===== src/rtl/lwf_pkg.sv =====
package lwf_pkg;

    typedef enum logic [1:0] {
        MODE_NORMAL   = 2'b00,
        MODE_FAILSAFE = 2'b01,
        MODE_SILENT   = 2'b10,
        MODE_SLEEP    = 2'b11
    } lin_mode_e;

    typedef enum logic [2:0] {
        ST_IDLE,      // not in a low-power mode
        ST_SEEK_REC,  // armed, waiting for a recessive level
        ST_READY,     // recessive seen, waiting for a dominant start
        ST_DOM,       // dominant, filter timer running
        ST_QUAL,      // dominant longer than the filter time
        ST_SPENT      // request issued, waiting for mode re-entry
    } wake_st_e;

    typedef struct packed {
        wake_st_e st;
        logic     wake;
    } wake_fsm_t;

endpackage


===== src/rtl/lwf_sync.sv =====
module lwf_sync #(
    parameter int unsigned          WIDTH   = 1,
    parameter int unsigned          STAGES  = 2,
    parameter logic [WIDTH-1:0]     RST_VAL = '0
) (
    input  logic             clk,
    input  logic             rst_n,
    input  logic [WIDTH-1:0] d_i,
    output logic [WIDTH-1:0] q_o
);

    logic [STAGES-1:0][WIDTH-1:0] stg_d, stg_q;

    always_comb begin
        stg_d[0] = d_i;
        for (int i = 1; i < STAGES; i++) begin
            stg_d[i] = stg_q[i-1];
        end
    end

    always_ff @(posedge clk or negedge rst_n) begin
        if (!rst_n) begin
            stg_q <= {STAGES{RST_VAL}};
        end else begin
            stg_q <= stg_d;
        end
    end

    assign q_o = stg_q[STAGES-1];

endmodule


===== src/rtl/lwf_gate.sv =====
module lwf_gate
    import lwf_pkg::*;
(
    input  lin_mode_e mode_i,
    input  logic      txd_i,
    input  logic      vs_uv_i,
    output logic      low_power_o,
    output logic      accept_o
);

    always_comb begin
        low_power_o = 1'b0;
        accept_o    = 1'b0;
        unique case (mode_i)
            MODE_SILENT: begin
                low_power_o = 1'b1;
                accept_o    = txd_i;
            end
            MODE_SLEEP: begin
                low_power_o = 1'b1;
                accept_o    = !vs_uv_i;
            end
            default: begin
                low_power_o = 1'b0;
                accept_o    = 1'b0;
            end
        endcase
    end

endmodule


===== src/rtl/lwf_timer.sv =====
module lwf_timer #(
    parameter int unsigned LIMIT = 20000,
    localparam int unsigned CW   = $clog2(LIMIT + 1)
) (
    input  logic          clk,
    input  logic          rst_n,
    input  logic          run_i,
    output logic [CW-1:0] cnt_o,
    output logic          done_o
);

    logic [CW-1:0] cnt_d, cnt_q;

    always_comb begin
        if (!run_i) begin
            cnt_d = '0;
        end else if (cnt_q == CW'(LIMIT)) begin
            cnt_d = cnt_q;
        end else begin
            cnt_d = cnt_q + CW'(1);
        end
    end

    always_ff @(posedge clk or negedge rst_n) begin
        if (!rst_n) begin
            cnt_q <= '0;
        end else begin
            cnt_q <= cnt_d;
        end
    end

    assign cnt_o  = cnt_q;
    assign done_o = (cnt_q == CW'(LIMIT));

endmodule


===== src/rtl/lwf_wake_filter.sv =====
module lwf_wake_filter
    import lwf_pkg::*;
#(
    parameter int unsigned FILTER_CYC  = 20000,
    parameter int unsigned SYNC_STAGES = 2
) (
    input  logic       clk,
    input  logic       rst_n,
    input  logic       bus_rx_i,
    input  logic       prewake_i,
    input  logic [1:0] mode_i,
    input  logic       txd_i,
    input  logic       vs_uv_i,
    output logic       wake_req_o
);

    localparam int unsigned CNT_W = $clog2(FILTER_CYC + 1);

    logic [1:0]       raw_w, syn_w;
    logic             bus_dom;
    logic             low_power, accept;
    logic             timer_run, timer_done;
    logic [CNT_W-1:0] timer_cnt;
    wake_fsm_t        fsm_d, fsm_q;

    // bit 0 bus level (resets recessive), bit 1 pre-wake flag (resets clear)
    assign raw_w = {prewake_i, bus_rx_i};

    lwf_sync #(
        .WIDTH   (2),
        .STAGES  (SYNC_STAGES),
        .RST_VAL (2'b01)
    ) u_sync (
        .clk   (clk),
        .rst_n (rst_n),
        .d_i   (raw_w),
        .q_o   (syn_w)
    );

    assign bus_dom = !syn_w[0] && syn_w[1];

    lwf_gate u_gate (
        .mode_i      (lin_mode_e'(mode_i)),
        .txd_i       (txd_i),
        .vs_uv_i     (vs_uv_i),
        .low_power_o (low_power),
        .accept_o    (accept)
    );

    lwf_timer #(
        .LIMIT (FILTER_CYC)
    ) u_timer (
        .clk    (clk),
        .rst_n  (rst_n),
        .run_i  (timer_run),
        .cnt_o  (timer_cnt),
        .done_o (timer_done)
    );

    always_comb begin
        fsm_d      = fsm_q;
        fsm_d.wake = 1'b0;
        if (!low_power) begin
            fsm_d.st = ST_IDLE;
        end else begin
            unique case (fsm_q.st)
                ST_IDLE: begin
                    fsm_d.st = ST_SEEK_REC;
                end
                ST_SEEK_REC: begin
                    if (!bus_dom) fsm_d.st = ST_READY;
                end
                ST_READY: begin
                    if (bus_dom) begin
                        fsm_d.st = accept ? ST_DOM : ST_SEEK_REC;
                    end
                end
                ST_DOM: begin
                    if (!accept) begin
                        fsm_d.st = ST_SEEK_REC;
                    end else if (!bus_dom) begin
                        fsm_d.st = ST_READY;
                    end else if (timer_done) begin
                        fsm_d.st = ST_QUAL;
                    end
                end
                ST_QUAL: begin
                    if (!accept) begin
                        fsm_d.st = ST_SEEK_REC;
                    end else if (!bus_dom) begin
                        fsm_d.st   = ST_SPENT;
                        fsm_d.wake = 1'b1;
                    end
                end
                ST_SPENT: begin
                    fsm_d.st = ST_SPENT;
                end
                default: begin
                    fsm_d.st = ST_IDLE;
                end
            endcase
        end
    end

    assign timer_run = (fsm_d.st == ST_DOM);

    always_ff @(posedge clk or negedge rst_n) begin
        if (!rst_n) begin
            fsm_q <= '{st: ST_IDLE, wake: 1'b0};
        end else begin
            fsm_q <= fsm_d;
        end
    end

    assign wake_req_o = fsm_q.wake;

endmodule


===== config.mk =====
export PLATFORM = sky130hd
export DESIGN_NAME = lwf_wake_filter
export DESIGN_NICKNAME = d
export VERILOG_FILES = /design/src/rtl/lwf_pkg.sv /design/src/rtl/lwf_sync.sv /design/src/rtl/lwf_gate.sv /design/src/rtl/lwf_timer.sv /design/src/rtl/lwf_wake_filter.sv
export SDC_FILE = /design/constraint.sdc
export NUM_CORES = 1
export LEC_CHECK = 0
export ABC_AREA = 1
export BUFFER_PORTS_ARGS = -buffer_cell sky130_fd_sc_hd__buf_4
export CAP_MARGIN = 10
export CORE_MARGIN = 2
export CORE_UTILIZATION = 30
export CTS_BUF_LIST = sky130_fd_sc_hd__clkbuf_8 sky130_fd_sc_hd__clkbuf_16
export CTS_CLUSTER_DIAMETER = 150
export DETAILED_ROUTE_END_ITERATION = 7
export SLEW_MARGIN = 20
export SYNTH_ARGS = -nofsm -noshare
export SYNTH_HDL_FRONTEND = slang
export SYNTH_SLANG_ARGS = --single-unit

===== constraint.sdc =====
create_clock -name clk -period 1.6 [get_ports clk]
set_input_delay 0.32 -clock clk [delete_from_list [all_inputs] [get_ports clk]]
set_output_delay 0.32 -clock clk [all_outputs]
set_load 0.05 [all_outputs]

Word level (Yosys, flattened, before mapping) --
Index checks and enable logic that the tools add are counted.
Storage, ports and cells: memory bits (writable) 0, bits in latches 0, flip-flop bits (word level) 23, bits in read-only memories 0, memories kept 0, input bits 8, output and inout port bits 1
Operators by class: order comparisons 0, div/mod/pow operators 0, multipliers 0, shifts and indexed selects 0, $add $sub $neg 1, mux-type cells 17, bitwise operators 0, reduce and logical (&&, ||, !) cells 5, eq/ne operators 10
Operators with widths (number):
- two-way mux 15 bit | 2
- two-way mux 3 bit | 7
- one-hot mux 3 bit (6 select lines) | 1
- adder 15 x 1 -> 15 bit, second input constant | 1
- == test 15 bit, second input constant | 1
- == test 3 x 2 -> 1 bit, second input constant | 3
- == test 3 bit, second input constant | 2
- == test 2 bit, second input constant | 2
- two-way mux 1 bit | 4
- two-way mux 4 bit | 1
- == test 3 x 1 -> 1 bit, second input constant | 1
- zero test 3 bit | 1
- zero test 1 bit | 2
- two-way mux 2 bit | 1
- inequality test 2 bit, second input constant | 1
- one-hot mux 1 bit (2 select lines) | 1
- OR reduction 2 bit | 1
- logical AND 1 bit | 1

Longest topological paths before layout --
Gate-level depths: netlist of the first run.
word-level depth 8, gate-level depth with buffers 14

Cells and area by module --
A second synthesis of the first run with hierarchy kept.
Unflattened totals: cells, all modules 197, area, all modules 1408.9 sq um
By module, submodules not included:
- lwf_timer | area an instance 984.7 sq um, seq. area each 375.4 sq um, cells each 141, instances 1
- lwf_wake_filter | area an instance 302.8 sq um, seq. area each 100.1 sq um, cells each 47, instances 1
- lwf_sync | area an instance 102.6 sq um, seq. area each 102.6 sq um, cells each 4, instances 1
- lwf_gate | area an instance 18.8 sq um, seq. area each 0.0 sq um, cells each 5, instances 1

Worst setup path before layout of the first run --
No wires, ideal clock.
path type register -> register, from reg u_timer.cnt_q[0], in the netlist u_timer.cnt_o[0], to reg u_timer.cnt_q[9], in the netlist u_timer.cnt_o[9], period minus slack after synthesis 1643 ps, data arrival time 1522 ps, setup slack -43 ps, cell stages (with the launch flop) 15, library setup time 121 ps, path through dfrtp_1 inv_1 ha_1 inv_1 nor2_1 nand2_1 nor2_1 nand2_2 nand2_1 nand2_1 nand2_1 nand2_2 nand3_4 buf_8 nor2_1
On the way: cells in the longest elaborated chain, start to end 8, elaborated cells between the ends (all ways) 11, those cells by class add/sub (1); eq/ne (3); mux (7)
Ends and longest elaborated chain:
- from (decl) | RTL line lwf_timer.sv:12 | logic [CW-1:0] cnt_d, cnt_q;
- from (signal assigned) | RTL line lwf_timer.sv:28 | cnt_q <= cnt_d;
- == test 15 bit | RTL line lwf_timer.sv:17, lwf_timer.sv:33
- two-way mux 3 bit | RTL line lwf_wake_filter.sv:83 | end else if (timer_done) begin
- two-way mux 3 bit | RTL line lwf_wake_filter.sv:81 | end else if (!bus_dom) begin
- two-way mux 3 bit | RTL line lwf_wake_filter.sv:79 | if (!accept) begin
- one-hot mux 3 bit (6 select lines) | RTL line lwf_wake_filter.sv:66 | unique case (fsm_q.st)
- two-way mux 3 bit | RTL line lwf_wake_filter.sv:63 | if (!low_power) begin
- == test 3 x 2 -> 1 bit | RTL line lwf_wake_filter.sv:105 | assign timer_run = (fsm_d.st == ST_DOM);
- inequality test 2 bit (no line) / two-way mux 15 bit (equally long branches)
Several ways; a longest one is shown, not always the timed one. The select of a mux whose other input is x is not followed. A chain may end at the register's enable or synchronous reset.

Worst setup path after layout of the first run --
from reg u_timer.cnt_q[1], in the netlist u_timer.cnt_o[1], to reg u_timer.cnt_q[12], in the netlist u_timer.cnt_o[12]
Same word-level chain as after synthesis.

==> results of run 1 <==
[stage by stage]
stage	cell area, µm²	utilization, %	hold WS (ps)	TNS, ps	instances
6_report	1620	40.2	163	0	239
5_1_grt	1620	40.2	148	-926	239
4_1_cts	1570	39.0	154	0	238
3_5_place_dp	1480	36.8	230	-74.5	231
3_3_place_gp	1480	36.8	229	0	231
2_1_floorplan	1260	-	24.4	0	159
[cells in the mapped netlist]
cell type	n	area share, %
nor3_1	2	0.79
nand2_1	35	10
o21ai_0	5	2.0
or2_1	1	0.50
nand4_1	2	0.99
xnor2_1	2	1.4
buf_8	1	1.2
nor2_1	30	8.9
ha_1	2	2.0
nor4_1	1	0.50
nor2_2	5	2.5
o21bai_1	1	0.60
nand3_4	1	1.4
nand3_2	2	1.6
nor3_4	1	1.3
nand2_2	2	0.99
dfrtp_1	21	42
dfstp_2	2	4.2
a31oi_1	1	0.50
a21oi_1	4	1.6
nand3_1	6	2.4
inv_1	24	7.1
xor2_1	8	5.6
[layout by cell type, fill, tap and decap left out, drive strengths merged]
cell         Yosys  final
a21oi            4      4
a31oi            1      1
buf              1     25
clkbuf           0      3
clkinv           0      1
dfrtp           21     21
dfstp            2      2
dlygate4sd3      0      1
ha               2      2
inv             24     24
nand2           37     37
nand3            9     10
nand4            2      2
nor2            35     35
nor3             3      3
nor4             1      1
o21ai            5      5
o21bai           1      1
or2              1      1
xnor2            2      2
xor2             8      8
[sequential cells by signal (all words and copies together), names as in the netlist]
name	flops
wake_req_o	1
u_sync.stg_d	2
u_timer.cnt_o	15
fsm_q	3
u_sync.q_o	2
[worst max path at each step]
stage	startpoint	to	slack (ps)	depth (start not counted)
floorplan	u_timer.cnt_o[0]	u_timer.cnt_o[9]	4	14
global placement	u_timer.cnt_o[1]	u_timer.cnt_o[11]	30	13
detailed placement	u_timer.cnt_o[1]	u_timer.cnt_o[12]	-20	13
CTS	u_timer.cnt_o[1]	u_timer.cnt_o[12]	9	13
global route	u_timer.cnt_o[0]	u_timer.cnt_o[12]	-70	13
finish	u_timer.cnt_o[1]	u_timer.cnt_o[12]	50	13
[cell families after synthesis]
logic type | Yosys count | share of synthesized area, %
compound gates | 11 | 4.66
xor+xnor | 10 | 6.94
fa+ha+maj | 2 | 1.98
buf+inv | 25 | 8.33
flops | 23 | 45.8
simple gates | 88 | 32.2
[metal layers]
metal | track usage [%] | routed length, µm | part of all wire (%)
met5 | 0 | 0 | 0
met4 | 2.94 | 27 | 1.1
met3 | 2.92 | 58 | 2.3
met2 | 20.4 | 1200 | 47
met1 | 17.3 | 1280 | 50
[final cells by class]
class	instances	area [µm²]	area share, %
flip-flops and latches	23	578	35.7
clock buffers	3	41.3	2.55
inverters	24	90.1	5.56
repair buffers	26	198	12.2
multi-input cells	112	646	39.8
clock inverters	1	5.00	0.309
well taps	50	62.6	3.86
[worst max-delay path, delay by kind of cell (launching register included)]
family,cells,cell delay [ps]
adders and majority gates,1,120
buffers and inverters,2,110
DFF,1,400
and+or+nand+nor,10,820
[what timing repair did]
item | in CTS | in global routing
hold buffers | 1 | 0
endpoints found under the hold margin | 21 | 0
gates cloned | 1 | 0
pin swaps | 3 | 7
resized for setup | 4 | 14
endpoints found under the setup margin | 15 | 16
buffers inserted | 1 | 1
[power by group through the flow]
| stage | registers (mW) | logic, mW | clock network, mW |
|---|---|---|---|
| floorplan | 0.624 | 0.114 | 0 |
| global placement | 0.627 | 0.163 | 0 |
| detailed placement | 0.627 | 0.166 | 0 |
| CTS | 0.615 | 0.200 | 0.373 |
| global route | 0.619 | 0.246 | 0.389 |
| finish | 0.616 | 0.218 | 0.355 |
==> out/qor.txt, run 1 <==
CP endpoint kind: flop
share of cells above drive strength 1: 30.7%
Critical Path AT: 1700 ps
worst hold start: bus_rx_i
sequential share of power: 51.8%
P_sw: 0.334 mW
leakage: 0.746 nW
Layout Skew: 4.41 ps
die height: 68.8 µm
Critical Path RT: 1750 ps
status: completed
CTS tree: yes
Max-cap violations: 0
Worst R2R Path Depth: 13
Die W: 68.8 µm
Critical R2R Capture: u_timer.cnt_o[12]
Fmax achieved: 647 MHz
first-pass GRT wire length: 4.43 mm
number of port buffers: 8
# DRC: 0
YS warnings: 0
total power: 1.19 mW
RSZ-0062 raised after global routing: true
H-tree depth: 1
Setup crit start kind: flop
final slew viol count: 0
Setup WS pre-CTS: -19.5 ps
worst slew pin tran: 318 ps
via count: 1042
Core ar.: 4030 µm²
Clk pwr share: 29.8%
Min Clock Period, post-route: 1550 ps
Gate Count Post-Synth: 159
Pwr Density: 733 nW/µm²
Tcrit/Tclk final: 96.6%
fillers: 430
GRT Util Overall: 12.7%
worst hold-check path type: in -> reg
total grt overflow: 0
Int Pwr: 0.854 mW
crit-path cells: inv_2 > ha_4 > inv_2 > nor2_2 > nand2_1 > nor2_2 > nand2_2 > nand2_1 > nand2_1 > nand2_2 > nand2_4 > nand3_4 > nor2_1
CTS sink count: 23
GP Congestion: 0.885
syn nets: 169
number of global-route vias before repair: 1021
Setup CP Type: reg -> reg
drt total wl: 2.56 mm
combinational power share: 18.3%
I/O pin cnt: 9
max incr delay on CP: 400 ps
clock tree buffer depth: 2
Worst path most repeated cell: nand2_1
flops & latches, synth: 23
Post-DRT Antenna Nets: 0
Synth Cell Area: 1260 µm²
Seq/Total Area, Yosys: 45.8%
drt wl/cell: 10.7 µm
CTS root buf: clkbuf_8
largest net degree at the start of global routing: 24
1st-iter DRT viols: 43
Area Overhead vs Synth: 28.5%
antenna diode count: 0
initial antenna violation count: 0
reg-to-reg startpoint: u_timer.cnt_o[1]
1st-pass router iterations: 4
Avg Cell Area, Syn: 7.93 µm²
Max IR drop VDD: 510 µV
Hold Path Cell Cnt: 1
die area: 4740 µm²
number of buffers created by CTS: 3
Slew headroom: 78.6%
Hold Path End: u_sync.stg_d[2]
Clk pin slew, worst setup/hold paths: 80 ps
Crit Path Max Fanout: 8
final setup violating endpoints: 0
fin worst setup slack: 54.6 ps
Slowest-stage cell, CP: dfrtp_1
placement row count: 23
Final nets: 200
initial core utilization: 31.3%
switching share of total power: 28.1%
clock latency on the worst-skew pair: 260 ps
Post-DP HPWL: 1.81 mm
post-synth cell types: 23
Final Hold Viols: 0
Vias/cell: 4.36
Worst R2R Setup Slack: 50 ps
(Power assumes the default switching activity.)
==> run 2, diff against run 1 <==
- CELL_PAD_IN_SITES_DETAIL_PLACEMENT: unset -> 2
- CELL_PAD_IN_SITES_GLOBAL_PLACEMENT: unset -> 2
- PLACE_DENSITY_LB_ADDON: unset -> 0.1
==> run 2 against run 1 <==
- the run now ends with negative setup slack left
- clock power is 11% higher
- register-to-register slack worse by 190 ps
- setup slack worse by 190 ps
- combinational power is 15% higher
- wire length is 66% higher
- final cell count is 5.0% higher
- maximum frequency is 11% lower
- sequential share of layout area is 2.6 points lower
- critical path type unchanged
==> out/qor.txt, run 2 (same netlist as run 1, synthesis figures left out) <==
sum of negative setup slack: -1910 ps
initial antenna violation count: 0
Clk pin slew, worst setup/hold paths: 90 ps
die height: 68.8 µm
1st-iter DRT viols: 12
1st-pass router iterations: 4
Slew headroom: 75.1%
I/O pin cnt: 9
GRT Util Overall: 19.5%
CTS sink count: 23
die area: 4740 µm²
number of port buffers: 8
worst hold-check path type: in -> reg
CTS tree: yes
Critical Path RT: 1770 ps
drt total wl: 4.25 mm
final setup violating endpoints: 16
max incr delay on CP: 410 ps
final slew viol count: 0
largest net degree at the start of global routing: 24
clock latency on the worst-skew pair: 280 ps
Max-cap violations: 0
Layout Skew: 6.81 ps
sequential share of power: 49.0%
fillers: 475
leakage: 0.805 nW
Tcrit/Tclk final: 109%
Min Clock Period, post-route: 1740 ps
CTS root buf: clkbuf_8
Setup crit start kind: flop
Core ar.: 4030 µm²
initial core utilization: 31.3%
Critical Path AT: 1900 ps
Clk pwr share: 31.2%
placement row count: 23
failing checks: negative setup slack
Area Overhead vs Synth: 38.6%
switching share of total power: 31.5%
share of cells above drive strength 1: 36.8%
RSZ-0062 raised after global routing: true
antenna diode count: 0
Post-DRT Antenna Nets: 0
Crit Path Max Fanout: 7
status: finished, violations left
CP endpoint kind: flop
crit-path cells: inv_2 > ha_4 > inv_2 > nor2_1 > nand2_1 > nor2_2 > nand2_2 > nand2_1 > nand2_1 > nand2_2 > nand2_4 > nand3_4 > nor2_1
via count: 1179
Max IR drop VDD: 503 µV
max FFs per register: 15
drt wl/cell: 16.9 µm
Vias/cell: 4.70
Pwr Density: 721 nW/µm²
Post-DP HPWL: 2.98 mm
Slowest-stage cell, CP: dfrtp_1
Final nets: 212
P_sw: 0.397 mW
first-pass GRT wire length: 6.48 mm
Setup CP Type: reg -> reg
Fmax achieved: 575 MHz
most common cell after layout, fill and taps aside: buf_4
H-tree depth: 1
Die W: 68.8 µm
combinational power share: 19.8%
total grt overflow: 0
GP Congestion: 0.729
clock tree buffer depth: 2
Worst path most repeated cell: nand2_1
fin util: 43.4%
Final Hold Viols: 0
# DRC: 0
fin worst setup slack: -139 ps
number of global-route vias before repair: 1329
number of buffers created by CTS: 3
worst slew pin tran: 373 ps
most frequent cells in the layout: buf_4 (37), nand2_1 (30), nor2_1 (22), inv_1 (21), dfrtp_1 (21)
Int Pwr: 0.864 mW
[run 2: changes by cell type in the layout (fill, tap and decap cells not counted), sizes merged]
cell,delta
clkinv,-1
buf,+12
clkinvlp,+1
[run 2: layer usage]
metal / global-route usage [%] / vias to the layer above / wire (µm)
met5: 0 / - / 0
met4: 5.88 / 0 / 47
met3: 2.92 / 4 / 66
met2: 37.4 / 11 / 2430
met1: 21.8 / 592 / 1710
li1: - / 572 / -
[run 2: stage by stage]
stage | hold slack [ps] | instance area, µm² | total power, mW | cells | setup slack, ps
after global placement | 234 | 1530 | 0.793 | 238 | -33.4
final | 139 | 1750 | 1.26 | 251 | -139
after global routing | 129 | 1750 | 1.31 | 251 | -236
after CTS | 130 | 1660 | 1.25 | 246 | -83.5
after floorplan | 24.4 | 1260 | 0.738 | 159 | 4.06
after detailed placement | 243 | 1530 | 0.807 | 238 | -172
[run 2: final cells by class]
type	count	area [µm²]	share of cell area, %
clock buffer	3	41.3	2.36
clock inverter	1	7.51	0.429
inverter	24	90.1	5.15
multi-input combinational	112	681	38.9
sequential	23	578	33.1
tap	50	62.6	3.58
timing repair buffer	38	288	16.5
[run 2: critical path: cells and delay by family, from the launching register on]
kind                     cells  cell delay [ps]
AND/OR/NAND/NOR             10              980
buffers and inverters        2              110
adder cells (fa/ha/maj)      1              130
flip-flops                   1              410
[run 2: path summary, 6_finish.rpt]
kind                                           to  slack [ps]  cells after the start             start
worst min register to register      u_sync.q_o[0]         360                      0   u_sync.stg_d[2]
worst max-delay path            u_timer.cnt_o[11]        -140                     13  u_timer.cnt_o[0]
worst max register to register  u_timer.cnt_o[11]        -140                     13  u_timer.cnt_o[0]
min in group asynchronous        u_timer.cnt_o[1]         470                      2             rst_n
worst min-delay path              u_sync.stg_d[2]         140                      1          bus_rx_i
max in group asynchronous         u_sync.stg_d[2]         830                      2             rst_n
[run 2: power groups by stage]
stage | registers, mW | logic [mW] | clock network [mW]
5_1_grt | 0.620 | 0.272 | 0.419
3_5_place_dp | 0.628 | 0.179 | 0
2_1_floorplan | 0.624 | 0.114 | 0
6_report | 0.618 | 0.250 | 0.393
4_1_cts | 0.617 | 0.226 | 0.409
3_3_place_gp | 0.627 | 0.167 | 0
[run 2: repair_timing]
| action | CTS | global route |
|---|---|---|
| pin swaps | 3 | 6 |
| gates resized for setup | 12 | 13 |
| endpoints found under the hold margin | 21 | 0 |
| setup endpoints to repair | 15 | 15 |
| setup buffers | 2 | 5 |
| gates cloned | 1 | 0 |
| hold buffers | 1 | 0 |
